--- src/rtl/can_bt_pkg.sv ---
package can_bt_pkg;

  typedef enum logic [2:0] {
    SEG_SYNC = 3'd0,
    SEG_JW1  = 3'd1,
    SEG_TS1  = 3'd2,
    SEG_TS2  = 3'd3,
    SEG_JW2  = 3'd4
  } seg_e;

  // last prescaler count of a quantum: a quantum is 2*(p+1) clocks
  function automatic int unsigned quantum_last(int unsigned presc);
    return 2 * (presc + 1) - 1;
  endfunction

  // stretch applied for a late edge, capped by the jump width
  function automatic int unsigned phase_ext(int unsigned pos_q, int unsigned jw_q);
    return (pos_q < jw_q) ? pos_q : jw_q;
  endfunction

  function automatic seg_e next_segment(seg_e s, logic skip_jw2);
    case (s)
      SEG_SYNC: return SEG_JW1;
      SEG_JW1:  return SEG_TS1;
      SEG_TS1:  return SEG_TS2;
      SEG_TS2:  return skip_jw2 ? SEG_SYNC : SEG_JW2;
      default:  return SEG_SYNC;
    endcase
  endfunction

endpackage

--- src/rtl/cbt_cfg_regs.sv ---
module cbt_cfg_regs #(
  parameter int DATA_W = 8,
  parameter int SJW_W  = 2,
  parameter int BRP_W  = 6,
  parameter int TS1_W  = 4,
  parameter int TS2_W  = 3
) (
  input  logic              clk,
  input  logic              rst_n,
  input  logic              init,
  input  logic              wr0,
  input  logic              wr1,
  input  logic [DATA_W-1:0] wdata,
  output logic [SJW_W-1:0]  sjw,
  output logic [BRP_W-1:0]  brp,
  output logic [TS1_W-1:0]  ts1,
  output logic [TS2_W-1:0]  ts2
);

  always_ff @(posedge clk or negedge rst_n) begin
    if (!rst_n) begin
      sjw <= '0;
      brp <= '0;
      ts1 <= '0;
      ts2 <= '0;
    end else if (init) begin
      if (wr0) begin
        sjw <= wdata[BRP_W +: SJW_W];
        brp <= wdata[0 +: BRP_W];
      end
      if (wr1) begin
        ts1 <= wdata[0 +: TS1_W];
        ts2 <= wdata[TS1_W +: TS2_W];
      end
    end
  end

  AST_CFG_LOCKED: assert property (@(posedge clk) disable iff (!rst_n)
    !init |=> $stable({sjw, brp, ts1, ts2}));

endmodule

--- src/rtl/cbt_prescaler.sv ---
module cbt_prescaler #(
  parameter int CNT_W = 7
) (
  input  logic             clk,
  input  logic             rst_n,
  input  logic             clear,
  input  logic [CNT_W-1:0] q_last,
  output logic             tq_end
);

  logic [CNT_W-1:0] pcnt;

  assign tq_end = !clear && (pcnt == q_last);

  always_ff @(posedge clk or negedge rst_n) begin
    if (!rst_n)
      pcnt <= '0;
    else if (clear || tq_end)
      pcnt <= '0;
    else
      pcnt <= pcnt + 1'b1;
  end

  AST_TQ_SPACING: assert property (@(posedge clk) disable iff (!rst_n)
    tq_end |=> !tq_end);

endmodule

--- src/rtl/cbt_seg_fsm.sv ---
module cbt_seg_fsm
  import can_bt_pkg::*;
#(
  parameter int SJW_W = 2,
  parameter int TS1_W = 4,
  parameter int TS2_W = 3
) (
  input  logic             clk,
  input  logic             rst_n,
  input  logic             init,
  input  logic             tq_end,
  input  logic             hsync,
  input  logic             resync_edge,
  input  logic [SJW_W-1:0] sjw,
  input  logic [TS1_W-1:0] ts1,
  input  logic [TS2_W-1:0] ts2,
  input  logic             rx_in,
  output seg_e             seg,
  output logic             bit_start,
  output logic             sample_pulse,
  output logic             rx_sampled
);

  localparam int LEN_W = $clog2((1 << TS1_W) + (1 << SJW_W) + 1) + 1;

  logic [LEN_W-1:0] qcnt, ext, jw_len, cur_len;
  logic             resynced, drop_jw2, cut_now;
  logic             last_q, seg_adv, hit_sample, rs_take, enter_sync;
  seg_e             seg_nxt;

  assign jw_len = LEN_W'(sjw) + 1'b1;

  always_comb begin
    case (seg)
      SEG_SYNC: cur_len = LEN_W'(1);
      SEG_JW1:  cur_len = jw_len;
      SEG_TS1:  cur_len = LEN_W'(ts1) + 1'b1 + ext;
      SEG_TS2:  cur_len = LEN_W'(ts2) + 1'b1;
      default:  cur_len = jw_len;
    endcase
  end

  assign last_q     = (qcnt == cur_len - 1'b1);
  assign seg_adv    = tq_end && (last_q || (seg == SEG_JW2 && cut_now));
  assign seg_nxt    = next_segment(seg, drop_jw2);
  assign enter_sync = hsync || (seg_adv && seg_nxt == SEG_SYNC);
  assign hit_sample = tq_end && (seg == SEG_TS1) && last_q && !hsync;
  assign rs_take    = resync_edge && !resynced && (seg != SEG_SYNC);

  always_ff @(posedge clk or negedge rst_n) begin
    if (!rst_n) begin
      seg          <= SEG_SYNC;
      qcnt         <= '0;
      ext          <= '0;
      resynced     <= 1'b0;
      drop_jw2     <= 1'b0;
      cut_now      <= 1'b0;
      bit_start    <= 1'b0;
      sample_pulse <= 1'b0;
      rx_sampled   <= 1'b1;
    end else if (init) begin
      seg          <= SEG_SYNC;
      qcnt         <= '0;
      ext          <= '0;
      resynced     <= 1'b0;
      drop_jw2     <= 1'b0;
      cut_now      <= 1'b0;
      bit_start    <= 1'b0;
      sample_pulse <= 1'b0;
    end else begin
      bit_start    <= enter_sync;
      sample_pulse <= hit_sample;
      if (hit_sample) rx_sampled <= rx_in;
      if (hsync) begin
        seg  <= SEG_SYNC;
        qcnt <= '0;
      end else if (seg_adv) begin
        seg  <= seg_nxt;
        qcnt <= '0;
      end else if (tq_end) begin
        qcnt <= qcnt + 1'b1;
      end
      if (enter_sync) begin
        ext      <= '0;
        resynced <= 1'b0;
        drop_jw2 <= 1'b0;
        cut_now  <= 1'b0;
      end else if (rs_take) begin
        resynced <= 1'b1;
        case (seg)
          SEG_JW1: ext <= LEN_W'(phase_ext(int'(qcnt) + 1, int'(jw_len)));
          SEG_TS1: ext <= LEN_W'(phase_ext(int'(jw_len) + int'(qcnt) + 1, int'(jw_len)));
          SEG_TS2: drop_jw2 <= 1'b1;
          default: cut_now <= 1'b1;
        endcase
      end
    end
  end

  AST_SYNC_ONE_TQ: assert property (@(posedge clk) disable iff (!rst_n || init)
    (seg == SEG_SYNC && tq_end && !hsync) |=> seg == SEG_JW1);
  AST_START_IN_SYNC: assert property (@(posedge clk) disable iff (!rst_n)
    bit_start |-> seg == SEG_SYNC);
  AST_SAMPLE_ONE_CYCLE: assert property (@(posedge clk) disable iff (!rst_n)
    sample_pulse |=> !sample_pulse);
  AST_SAMPLE_ENTERS_TS2: assert property (@(posedge clk) disable iff (!rst_n)
    sample_pulse |-> seg == SEG_TS2);
  AST_RXS_HOLD: assert property (@(posedge clk) disable iff (!rst_n)
    !$stable(rx_sampled) |-> sample_pulse);
  AST_INIT_HOLD: assert property (@(posedge clk) disable iff (!rst_n)
    init |=> (seg == SEG_SYNC && !bit_start && !sample_pulse));
  AST_HSYNC_RESTART: assert property (@(posedge clk) disable iff (!rst_n)
    hsync |=> (bit_start && seg == SEG_SYNC));

endmodule

--- src/rtl/can_bit_timer.sv ---
module can_bit_timer
  import can_bt_pkg::*;
#(
  parameter int DATA_W = 8,
  parameter int SJW_W  = 2,
  parameter int BRP_W  = 6,
  parameter int TS1_W  = 4,
  parameter int TS2_W  = 3
) (
  input  logic              clk,
  input  logic              rst_n,
  input  logic              init,
  input  logic              cfg_wr0,
  input  logic              cfg_wr1,
  input  logic [DATA_W-1:0] cfg_wdata,
  input  logic              bus_idle,
  input  logic              rx_in,
  output logic              tq_tick,
  output logic              bit_start,
  output logic              sample_pulse,
  output logic              rx_sampled,
  output logic [2:0]        seg_id
);

  localparam int PCNT_W = BRP_W + 1;

  logic [SJW_W-1:0]  sjw;
  logic [BRP_W-1:0]  brp;
  logic [TS1_W-1:0]  ts1;
  logic [TS2_W-1:0]  ts2;
  logic [PCNT_W-1:0] q_last;
  logic              rx_prev, edge_fall, hsync, resync_edge, tq_end;
  seg_e              seg;

  cbt_cfg_regs #(
    .DATA_W(DATA_W), .SJW_W(SJW_W), .BRP_W(BRP_W), .TS1_W(TS1_W), .TS2_W(TS2_W)
  ) u_cfg (
    .clk(clk), .rst_n(rst_n), .init(init), .wr0(cfg_wr0), .wr1(cfg_wr1),
    .wdata(cfg_wdata), .sjw(sjw), .brp(brp), .ts1(ts1), .ts2(ts2)
  );

  always_ff @(posedge clk or negedge rst_n) begin
    if (!rst_n) rx_prev <= 1'b1;
    else        rx_prev <= rx_in;
  end

  assign edge_fall   = rx_prev && !rx_in;
  assign hsync       = edge_fall && bus_idle && !init;
  assign resync_edge = edge_fall && !bus_idle && !init;
  assign q_last      = PCNT_W'(quantum_last(int'(brp)));

  cbt_prescaler #(.CNT_W(PCNT_W)) u_presc (
    .clk(clk), .rst_n(rst_n), .clear(init || hsync), .q_last(q_last), .tq_end(tq_end)
  );

  cbt_seg_fsm #(.SJW_W(SJW_W), .TS1_W(TS1_W), .TS2_W(TS2_W)) u_seq (
    .clk(clk), .rst_n(rst_n), .init(init), .tq_end(tq_end), .hsync(hsync),
    .resync_edge(resync_edge), .sjw(sjw), .ts1(ts1), .ts2(ts2), .rx_in(rx_in),
    .seg(seg), .bit_start(bit_start), .sample_pulse(sample_pulse),
    .rx_sampled(rx_sampled)
  );

  assign tq_tick = tq_end;
  assign seg_id  = seg;

  AST_NO_TICK_IN_INIT: assert property (@(posedge clk) disable iff (!rst_n)
    init |-> !tq_tick);

endmodule

--- config.mk ---
export PLATFORM = sky130hd
export DESIGN_NAME = can_bit_timer
export DESIGN_NICKNAME = d
export VERILOG_FILES = /design/src/rtl/can_bt_pkg.sv /design/src/rtl/cbt_cfg_regs.sv /design/src/rtl/cbt_prescaler.sv /design/src/rtl/cbt_seg_fsm.sv /design/src/rtl/can_bit_timer.sv
export SDC_FILE = /design/constraint.sdc
export NUM_CORES = 1
export LEC_CHECK = 0
export ABC_AREA = 1
export BUFFER_PORTS_ARGS = -buffer_cell sky130_fd_sc_hd__buf_2
export CAP_MARGIN = 5
export CORE_UTILIZATION = 51
export CTS_BUF_LIST = sky130_fd_sc_hd__clkbuf_4 sky130_fd_sc_hd__clkbuf_8
export DETAILED_ROUTE_END_ITERATION = 8
export PLACE_DENSITY = 0.72
export SLEW_MARGIN = 20
export SYNTH_ARGS = -nofsm -noshare
export SYNTH_HDL_FRONTEND = slang
export SYNTH_SLANG_ARGS = --single-unit
--- constraint.sdc ---
create_clock -name clk -period 6.3 [get_ports clk]
set_input_delay 0.63 -clock clk [delete_from_list [all_inputs] [get_ports clk]]
set_output_delay 0.63 -clock clk [all_outputs]
set_load 0.01 [all_outputs]
==> results.sh <==
export IMPL_cts_resized=0
export IMPL_syn_inst=428
export IMPL_clk_latency_ns=0.30
export IMPL_die_y_um=80.11
export IMPL_via_count=2717
export IMPL_maxSlewHeadroom_pct=61.46
export IMPL_min_period_over_period_pct=46.77
export IMPL_cts_root_buf="clkbuf_8"
export IMPL_drive_gt1_share_pct=11.73
export IMPL_synth_seq_area_share_pct=35.46
export IMPL_yosysUniqueCellTypes=34
export IMPL_power_frac_seq_pct=45.7
export IMPL_skew_ns=0.006910
export IMPL_pre_cts_ws_ns=3.330
export IMPL_place_gp_congestion=0.9454
export IMPL_synth_edff_count=0
export IMPL_crit_type="flop to flop"
export IMPL_cts_hold_buffers=0
export IMPL_ys_warn_count=0
export IMPL_synthArstFlopShare_pct=100.0
export IMPL_arrival_ns=3.14
export IMPL_worst_r2r_path_depth=15
export IMPL_wl_per_cell_um=13.39
export IMPL_synth_most_common_cell="nand2_1"
export IMPL_cts_tree="yes"
export IMPL_crit_path_start_kind="flop"
export IMPL_setup_tns_ns=0
export IMPL_setup_slack_ns=3.354
export IMPL_hold_class="input port to async pin"
export IMPL_place_inst=519
export IMPL_final_antenna_net_count=0
export IMPL_track_usage_pct=24.76
export IMPL_required_ns=6.49
export IMPL_crit_slowest_cell="fa_1"
export IMPL_nets=490
export IMPL_post_cts_setup_buffer_count=0
export IMPL_dieArea_um2=6418
export IMPL_pin_count=22
export IMPL_syn_area_um2=3112
export IMPL_clk_path_buf_depth=2
export IMPL_fp_coreArea_um2=5886
export IMPL_fin_crit_ns=2.946
export IMPL_maxSlewViolCount=0
export IMPL_ys_flop_type="dfrtp_1"
export IMPL_clockPowerShare_pct=31.7
export IMPL_placed_area_um2=3288
export IMPL_synth_area_leaders="dfrtp_1 (34%), nand2_1 (13%), ha_1 (8.8%)"
export IMPL_syn_nets=467
export IMPL_routed_wl_mm=7.056
export IMPL_routed_via_density=5.156
export IMPL_clock_sinks=44
export IMPL_finalSetupViolations=0
export IMPL_syn_area_per_cell_um2=7.270
export IMPL_power_internal_mw=0.4795
export IMPL_cts_htree_levels=2
export IMPL_final_area_um2=3402
export IMPL_final_hold_viol_count=0
export IMPL_outcome="finished clean"
export IMPL_power_density_nw_per_um2=203.1
export IMPL_die_w_um=80.11
export IMPL_max_freq_mhz=339.4
export IMPL_rows=28
export IMPL_tightestPinTransition_ns=0.5781
export IMPL_areaGrowthSynthToFinish_pct=9.328
export IMPL_grt_pass1_wl_mm=12.15
export IMPL_synth_top_cell_by_area="dfrtp_1"
export IMPL_route_detailed_drc=0
export IMPL_cp_common_cell="nor2_1"
export IMPL_synth_top_area_share_pct=33.78
export IMPL_ir_drop_mv=0.1778
export IMPL_power_net_switching_mw=0.2116
export IMPL_clkTransAtPathRegs_ns=0.08
export IMPL_p_leak_nw=1.774
export IMPL_rsz0062_at_grt="false"
export IMPL_cp_max_fo=7
export IMPL_start_util_pct=52.87
export IMPL_path_cells="ha_1 -> fa_1 -> nand2_1 -> nand2_1 -> nor2_2 -> ha_1 -> xnor2_1 -> nor2_1 -> nand3_1 -> nor2_1 -> nand3_2 -> nand2_4 -> nand3_2 -> nand3_1 -> nor2_1"
export IMPL_final_cells=527
export IMPL_num_antenna_cells=0
export IMPL_regToRegSetupSlack_ns=3.35
export IMPL_port_buffers=21
export IMPL_endpoint_kind="flop"
export IMPL_grt_pass1_vias=2723
export IMPL_switching_share_pct=30.62
export IMPL_antenna_found_initial=0
export IMPL_comb_power_share_pct=22.6
export IMPL_ys_top_cells_by_count="nand2_1 (108), inv_1 (62), nor2_1 (46)"
export IMPL_drt_iter0_drc=134
export IMPL_ys_ff_latch=44
export IMPL_drt_pre_antenna_iters=5
export IMPL_slowest_delay_ns=0.52
export IMPL_grt_start_max_net_pins=45
export IMPL_max_cap_violations=0
export IMPL_grt_overflow=0
export IMPL_numCtsBuffers=5
export IMPL_dp_hpwl_mm=5.571
==> layout by cell type (no fill, tap or decap), types with 2 or more instances in the layout <==
master    Yosys  layout
o21bai_1      2       2
xor2_1       11      11
a21oi_1       7       7
nor2_1       46      46
o211ai_1      2       2
o22ai_1       2       2
nand2_2       5       5
nand2_1     108     108
nand2_4       2       2
fa_1          2       2
nor3_1        3       3
nor2_4        2       2
o21ai_1       6       6
dfrtp_1      42      42
inv_2         3       3
xnor2_1       5       5
clkbuf_8      0       5
ha_1         22      22
inv_1        62      62
nand4_1       9       9
buf_2         0      20
nand3_1      36      36
nor2_2        3       3
dfstp_2       2       2
o21ai_0      29      29
nand3_2       4       4
==> metrics by stage <==
stage	hold WS (ns)	power [mW]	util [%]
6_report	0.3110	0.6911	57.80
5_1_grt	0.3591	0.7311	57.80
4_1_cts	0.4279	0.6953	57.76
3_5_place_dp	0.4766	0.4765	55.87
3_3_place_gp	0.4625	0.4700	55.87
2_1_floorplan	0.3344	0.4305	-
==> area by class of cell <==
cell class	instances	area (µm²)
Clock inverter	2	35.03
Timing Repair Buffer	21	107.6
Sequential cell	44	1104
Fill cell	597	2484
Clock buffer	6	76.32
Tap cell	75	93.84
Multi-Input combinational cell	314	1742
Inverter	65	244.0
==> cell families after synthesis <==
| kind of cell | count (synthesis) | synth area share [%] |
|---|---|---|
| multiplexers | 2 | 0.6835 |
| adder cells (fa/ha/maj) | 24 | 10.13 |
| buffers and inverters | 70 | 8.564 |
| AND/OR/NAND/NOR | 221 | 31.77 |
| XOR/XNOR | 16 | 4.503 |
| flip-flops | 44 | 35.46 |
| AO/OA/AOI/OAI | 51 | 8.886 |
==> per-layer routing <==
layer | up-vias | GRT usage, % | wire (µm)
met2 | 41 | 42.82 | 3480
met4 | 0 | 9.107 | 146
met1 | 1250 | 31.27 | 3220
met3 | 13 | 3.636 | 208
li1 | 1413 | - | -
met5 | - | 0 | 0
==> critical path: cells and delay by family, from the launching register on <==
kind                     cells  cell delay (ns)
XOR/XNOR                     1             0.12
adder cells (fa/ha/maj)      3             1.17
flip-flops                   1             0.43
AND/OR/NAND/NOR             11             1.12
==> final timing paths <==
kind | from | to
worst max-delay path | u_cfg.ts1[0] | u_seq.ext[3]
worst min-delay path | rst_n | u_seq.qcnt[4]
worst max register to register | u_cfg.ts1[0] | u_seq.ext[3]
worst min register to register | u_seq.rx_sampled | u_seq.rx_sampled
max in group asynchronous | rst_n | u_seq.qcnt[0]
min in group clk | rx_in | rx_prev
==> registers in the layout (all words and copies together) (netlist names) <==
signal	flops
u_seq.ext	6
rx_prev	1
u_cfg.ts1	4
u_seq.sample_pulse	1
u_seq.resynced	1
u_seq.cut_now	1
u_seq.qcnt	6
u_presc.pcnt	7
u_seq.drop_jw2	1
u_seq.bit_start	1
u_seq.seg	3
u_cfg.sjw	2
u_seq.rx_sampled	1
u_cfg.ts2	3
u_cfg.brp	6
==> power groups by stage <==
| stage | Clock [mW] | Sequential [mW] | Combinational (mW) |
|---|---|---|---|
| floorplan | 0 | 0.316 | 0.115 |
| global placement | 0 | 0.320 | 0.150 |
| detailed placement | 0 | 0.321 | 0.156 |
| CTS | 0.223 | 0.315 | 0.157 |
| global route | 0.235 | 0.318 | 0.178 |
| finish | 0.219 | 0.316 | 0.156 |
(Power assumes the default switching activity.)
